--- src/rtl/chst_pkg.sv ---
// Shared types and mode codes for the channel self-test block.
// Assumes a two-bit mode input; the codes below are behaviour, not layout.
package chst_pkg;
    localparam int MODE_W = 2;
    localparam logic [MODE_W-1:0] MODE_RESET = 2'b00;
    localparam logic [MODE_W-1:0] MODE_TEST  = 2'b11;

    typedef enum logic [1:0] {
        LINK_OFF  = 2'b00,
        LINK_UP   = 2'b01,
        LINK_FAIL = 2'b10
    } link_t;
endpackage

--- src/rtl/chst_parity.sv ---
// Per-lane odd parity checker.
// Each lane of LANE_W data bits plus its parity bit must hold an odd
// number of ones. Purely combinational; qualification is done by the caller.
module chst_parity #(
    parameter int DATA_W = 32,
    parameter int LANE_W = 8,
    localparam int NLANE = DATA_W / LANE_W
) (
    input  logic [DATA_W-1:0] data,
    input  logic [NLANE-1:0]  par,
    output logic              any_bad
);
    logic [NLANE-1:0] lane_bad;

    for (genvar g = 0; g < NLANE; g++) begin : g_lane
        // Lane is bad when data plus parity has an even count of ones.
        always_comb lane_bad[g] = ~(^{data[g*LANE_W +: LANE_W], par[g]});
    end

    // Any failing lane flags the word.
    always_comb any_bad = |lane_bad;
endmodule

--- src/rtl/chst_accum.sv ---
// Check-word accumulator and compare stage.
// XORs accepted words from a zero seed; on the closing word it stores the
// final value and the host's expected word, and presents the compare result
// one cycle later. Assumes the caller gates word_ok with the link state.
module chst_accum #(
    parameter int DATA_W = 32
) (
    input  logic              clk,
    input  logic              rst_n,
    input  logic              clr,
    input  logic              word_ok,
    input  logic              last,
    input  logic [DATA_W-1:0] data,
    input  logic [DATA_W-1:0] exp_word,
    output logic              cmp_bad
);
    logic [DATA_W-1:0] acc_q;
    logic [DATA_W-1:0] sum_q;
    logic [DATA_W-1:0] exp_q;
    logic              pend_q;

    // Running XOR, end-of-burst capture and compare-pending flag.
    always_ff @(posedge clk) begin
        if (!rst_n || clr) begin
            acc_q  <= '0;
            sum_q  <= '0;
            exp_q  <= '0;
            pend_q <= 1'b0;
        end else begin
            pend_q <= word_ok && last;
            if (word_ok) begin
                if (last) begin
                    sum_q <= acc_q ^ data;
                    exp_q <= exp_word;
                    acc_q <= '0;
                end else begin
                    acc_q <= acc_q ^ data;
                end
            end
        end
    end

    // Miscompare seen in the cycle after the closing word.
    always_comb cmp_bad = pend_q && (sum_q != exp_q);
endmodule

--- src/rtl/chst_ctrl.sv ---
// Link state machine and sticky parity flag.
// Priority: reset mode, then leaving test mode, then a miscompare.
// A failed link is left only through the reset mode.
module chst_ctrl
    import chst_pkg::*;
(
    input  logic              clk,
    input  logic              rst_n,
    input  logic [MODE_W-1:0] mode,
    input  logic              cmp_bad,
    input  logic              par_hit,
    output logic              linked,
    output logic              conn_out,
    output logic              miscmp,
    output logic              par_err
);
    link_t state_q;
    link_t state_d;
    logic  par_q;

    // Next link state from mode and compare result.
    always_comb begin
        state_d = state_q;
        if (mode == MODE_RESET) begin
            state_d = LINK_OFF;
        end else begin
            case (state_q)
                LINK_OFF:  if (mode == MODE_TEST) state_d = LINK_UP;
                LINK_UP:   begin
                    if (mode != MODE_TEST) state_d = LINK_OFF;
                    else if (cmp_bad)      state_d = LINK_FAIL;
                end
                LINK_FAIL: state_d = LINK_FAIL;
                default:   state_d = LINK_OFF;
            endcase
        end
    end

    // Link state register.
    always_ff @(posedge clk) begin
        if (!rst_n) state_q <= LINK_OFF;
        else        state_q <= state_d;
    end

    // Sticky parity flag, cleared by reset or the reset mode.
    always_ff @(posedge clk) begin
        if (!rst_n || mode == MODE_RESET) par_q <= 1'b0;
        else if (par_hit)                 par_q <= 1'b1;
    end

    // Output decode.
    always_comb begin
        linked   = (state_q == LINK_UP);
        conn_out = linked;
        miscmp   = (state_q == LINK_FAIL);
        par_err  = par_q;
    end
endmodule

--- src/rtl/chan_selftest.sv ---
// Top of the channel loopback self-test block.
// Accepts words only while the simulated link is up; everything arriving
// while it is down is dropped and leaves no trace.
module chan_selftest
    import chst_pkg::*;
#(
    parameter int DATA_W = 32,
    parameter int LANE_W = 8,
    localparam int NLANE = DATA_W / LANE_W
) (
    input  logic              clk,
    input  logic              rst_n,
    input  logic [MODE_W-1:0] mode,
    input  logic              word_valid,
    input  logic              burst_end,
    input  logic [DATA_W-1:0] data,
    input  logic [NLANE-1:0]  par,
    input  logic [DATA_W-1:0] exp_llrc,
    output logic              conn_out,
    output logic              miscmp,
    output logic              par_err
);
    logic linked;
    logic word_ok;
    logic lane_fault;
    logic cmp_bad;
    logic par_hit;

    // Qualify words with the link state.
    always_comb begin
        word_ok = word_valid && linked;
        par_hit = word_ok && lane_fault;
    end

    chst_parity #(.DATA_W(DATA_W), .LANE_W(LANE_W)) u_par (
        .data    (data),
        .par     (par),
        .any_bad (lane_fault)
    );

    chst_accum #(.DATA_W(DATA_W)) u_acc (
        .clk      (clk),
        .rst_n    (rst_n),
        .clr      (!linked),
        .word_ok  (word_ok),
        .last     (burst_end),
        .data     (data),
        .exp_word (exp_llrc),
        .cmp_bad  (cmp_bad)
    );

    chst_ctrl u_ctl (
        .clk      (clk),
        .rst_n    (rst_n),
        .mode     (mode),
        .cmp_bad  (cmp_bad),
        .par_hit  (par_hit),
        .linked   (linked),
        .conn_out (conn_out),
        .miscmp   (miscmp),
        .par_err  (par_err)
    );
endmodule

--- config.mk ---
export PLATFORM = sky130hd
export DESIGN_NAME = chan_selftest
export DESIGN_NICKNAME = d
export VERILOG_FILES = /design/src/rtl/chst_pkg.sv /design/src/rtl/chst_parity.sv /design/src/rtl/chst_accum.sv /design/src/rtl/chst_ctrl.sv /design/src/rtl/chan_selftest.sv
export SDC_FILE = /design/constraint.sdc
export NUM_CORES = 1
export LEC_CHECK = 0
export ABC_CLOCK_PERIOD_IN_PS = 2000
export BUFFER_PORTS_ARGS = -buffer_cell sky130_fd_sc_hd__buf_2
export CAP_MARGIN = 20
export CORE_AREA = 5 5 107 109
export DETAILED_ROUTE_END_ITERATION = 16
export DIE_AREA = 0 0 112 114
export PLACE_DENSITY = 0.73
export SETUP_SLACK_MARGIN = 0.1
export SYNTH_ARGS = -nofsm -noshare
export SYNTH_HDL_FRONTEND = slang
export SYNTH_HIERARCHICAL = 1
export SYNTH_SLANG_ARGS = --single-unit
export TNS_END_PERCENT = 5
--- constraint.sdc ---
create_clock -name clk -period 2 [get_ports clk]
set_input_delay 0.3 -clock clk [delete_from_list [all_inputs] [get_ports clk]]
set_output_delay 0.3 -clock clk [all_outputs]
set_load 0.005 [all_outputs]
==> metrics.csv <==
stage,metric,value,unit
finish,area of the multi-input gates,2510,um^2
sta,setup TNS,0,ns
synthesis,synth unique cells,30,
cts,Clock transition at path regs,0.10,ns
min_path,Hold/Removal Path Class,input port to flop,
power_and_ir_drop,Leak Pwr,1.80,nW
route,drc violations,0,
global_route,GRT Util Overall,18.6,%
global_route,M3 GR Usage,4.24,%
synthesis,Synth warnings,6,
cts,H-tree levels,3,
global_route,largest net degree at the start of global routing,65,
worst_setup_path,crit path to,u_acc/sum_q[1],
power_and_ir_drop,Power Dens Cells,696,nW/um^2
synthesis,post-synthesis sequential area ratio,42.7,%
route,Via density,5.17,
cts,# hold bufs at CTS,0,
worst_setup_path,Worst R2R Path Depth,6,
route,DR iter-0 viols,253,
floorplan,die width,112,um
sta,setup violators final,0,
cts,CTS Buf Count,9,
global_route,global-route wire length before repair,19000,um
floorplan,DIE AREA,12800,um^2
finish,post-route cell area,5420,um^2
global_route,initial antenna violation count,0,
worst_setup_path,reg-to-reg critical path endpoint,u_acc/sum_q[1],
global_route,"Most Used Layer, Global Route",met2,
sta,final worst slack,0.317,ns
worst_setup_path,R2R Setup Slk,0.32,ns
placed_design,dpl ws,0.125,ns
placed_design,Placer Congestion,0.800,
power_and_ir_drop,peak supply drop,284,uV
synthesis,"Avg Cell Area, Syn",8.58,um^2
sta,Slew headroom,71.4,%
cts,Clock Tree Buf Depth,2,
global_route,met2 Use GR,31.9,%
route,DRT Wirelength,11800,um
cts,# Post-CTS Setup Buffers,0,
global_route,vias in the first global route,3871,
worst_setup_path,crit path from,u_ctl/state_q[0],
cts,TritonCTS clock tree,built,
route,antenna-violating nets left,0,
cts,# clock sinks,100,
finish,fin cells,759,
worst_setup_path,Setup crit end kind,flop,
cts,latest clock arrival within the worst-skew pair,0.38,ns
finish,nets,688,
sta,Tmin final,1.68,ns
synthesis,post-synth top area share,42.7,%
synthesis,synthesized instance count,547,
floorplan,initial core utilization,44.7,%
worst_setup_path,CP Launch Type,flop,
placed_design,count of placed standard cells including taps,743,
finish,Area Overhead vs Synth,15.6,%
synthesis,cell area after synthesis,4690,um^2
floorplan,Core Area,10500,um^2
power_and_ir_drop,Pwr Total,3.77,mW
placed_design,Port Buffers,76,
worst_setup_path,worst endpoint required time,2.29,ns
synthesis,Area contributors post-synth,"dfxtp_1 (43%), xnor2_1 (15%), a21oi_1 (9.8%)",
route,DR WL/cell,15.6,um
sta,measured slew at the worst slew-check pin,0.426,ns
cts,number of gates resized after cts,0,
finish,Ant. Diodes,0,
sta,WHS,0.154,ns
sta,count of pins over their slew limit,0,
placed_design,hpwl dp,8570,um
worst_setup_path,critical path type,flop to flop,
floorplan,Die H,114,um
synthesis,top cell type by total area after synthesis,dfxtp_1,
finish,filler cell count,991,
finish,fin util,51.6,%
min_path,hold path startpoint,exp_llrc[29],
synthesis,"FF+latch count, synth",100,
flow_run,max cap viols,0,
sta,Fmax,594,MHz
finish,sequential cell area,2000,um^2
global_route,met1 usage in global routing,23.1,%
sta,clock skew,0.0164,ns
synthesis,Syn Nets,621,
worst_setup_path,"critical path fanouts, max",32,
outcome,status,"finished, final reports clean",
cts,root buf cell,clkbuf_8,
route,Via Count,3921,
sta,Final Hold Viols,0,
sta,period utilization,84.1,%
global_route,aggregate global routing overflow,0,
floorplan,site row count,38,
finish,layout cells sized above 1,19.4,%
placed_design,Post-Place Cell Area,5210,um^2
worst_setup_path,CP Data Arrival Time,1.98,ns
worst_setup_path,r2r startpoint,u_ctl/state_q[0],
route,Pre-antenna DRT Iters,4,
floorplan,IO Pins,77,
sta,unrepaired setup endpoints after global routing,false,
Yosys cell counts:
cell type,instances
dfxtp_1,100
nand2_1,97
a21oi_1,92
xnor2_1,82
o21ai_0,65
nand3b_1,32
clkbuf_1,13
buf_2,10
nand4_1,9
buf_1,5
buf_4,5
a21oi_2,4
xnor3_1,4
xor2_1,4
inv_1,3
nor2_1,3
nor2b_1,3
buf_6,2
nor4_1,2
xnor2_2,2
a211oi_2,1
a21boi_0,1
and2_1,1
and2_2,1
and3_1,1
nand2b_1,1
nand2b_4,1
nand3_1,1
nand3b_4,1
o32ai_2,1
where the power goes:
part,switching [mW],internal (mW)
Sequential,0.00358,1.99
Combinational,0.206,0.194
Clock,0.718,0.657
Total,0.928,2.84
how the worst min path moves through the flow:
stage | endpoint | cells after the start
2_1_floorplan | u_ctl/par_err | 2
3_3_place_gp | u_acc/exp_q[12] | 2
5_1_grt | u_acc/exp_q[9] | 3
4_1_cts | u_acc/exp_q[9] | 3
6_report | u_acc/exp_q[29] | 3
3_5_place_dp | u_acc/exp_q[5] | 2
cells by family (layout without fill, tap and decap cells):
family / count (synthesis) / after routing / share of synthesized area, %
AOI/OAI and AO/OA: 164 / 164 / 18.3
and+or+nand+nor: 153 / 153 / 16.4
DFF: 100 / 100 / 42.7
xor gates and xnor gates: 92 / 92 / 18.7
buffers and inverters: 38 / 110 / 4.03
metal layers:
metal	share of wire [%]	wire length, um	up-vias
li1	-	-	1979
met1	44	5260	1834
met2	49	5760	90
met3	4.8	572	18
met4	2.0	240	0
met5	0	0	-
cell type report:
class	instances	share of cell area, %
clock inverters	4	1.01
well taps	140	3.23
flip-flops and latches	100	36.9
clock buffers	12	2.86
inverters	3	0.208
multi-input cells	409	46.2
repair buffers	91	9.55
state kept, by name (all words and copies together) (netlist names):
name and count:
u_acc/acc_q 32, u_ctl/par_err 1, u_acc/sum_q 32, u_ctl/state_q 2
u_acc/exp_q 32, u_acc/pend_q 1
placed cells by master (no fill, tap or decap):
cell type and instances:
nor2_1 3, nand3_1 1, clkbuf_1 1, a21oi_2 4, nand2b_2 1, nand4_1 9, o32ai_2 1, nand2_1 97
inv_1 3, and3_1 1, xor2_1 4, a21boi_0 1, xnor3_1 4, inv_6 2, a211oi_2 1, dfxtp_1 100
nor2b_1 2, buf_2 76, nor2b_2 1, nand3b_4 1, a21oi_1 92, nor4_1 2, o21ai_0 65, xnor2_2 2
clkbuf_8 11, nand2b_4 1, buf_4 13, nand3b_1 32, and2_2 2, xnor2_1 82, clkinvlp_4 1, buf_12 2
bufinv_16 1
critical path, stage by stage, from the launching register on:
cell and delay (ns):
dfxtp_1 0.40, nor2b_1 0.24, and2_2 0.24, and2_2 0.19, buf_4 0.30, o21ai_0 0.11
a21oi_1 0.14
Note: power is estimated with default switching activity, not from simulation.
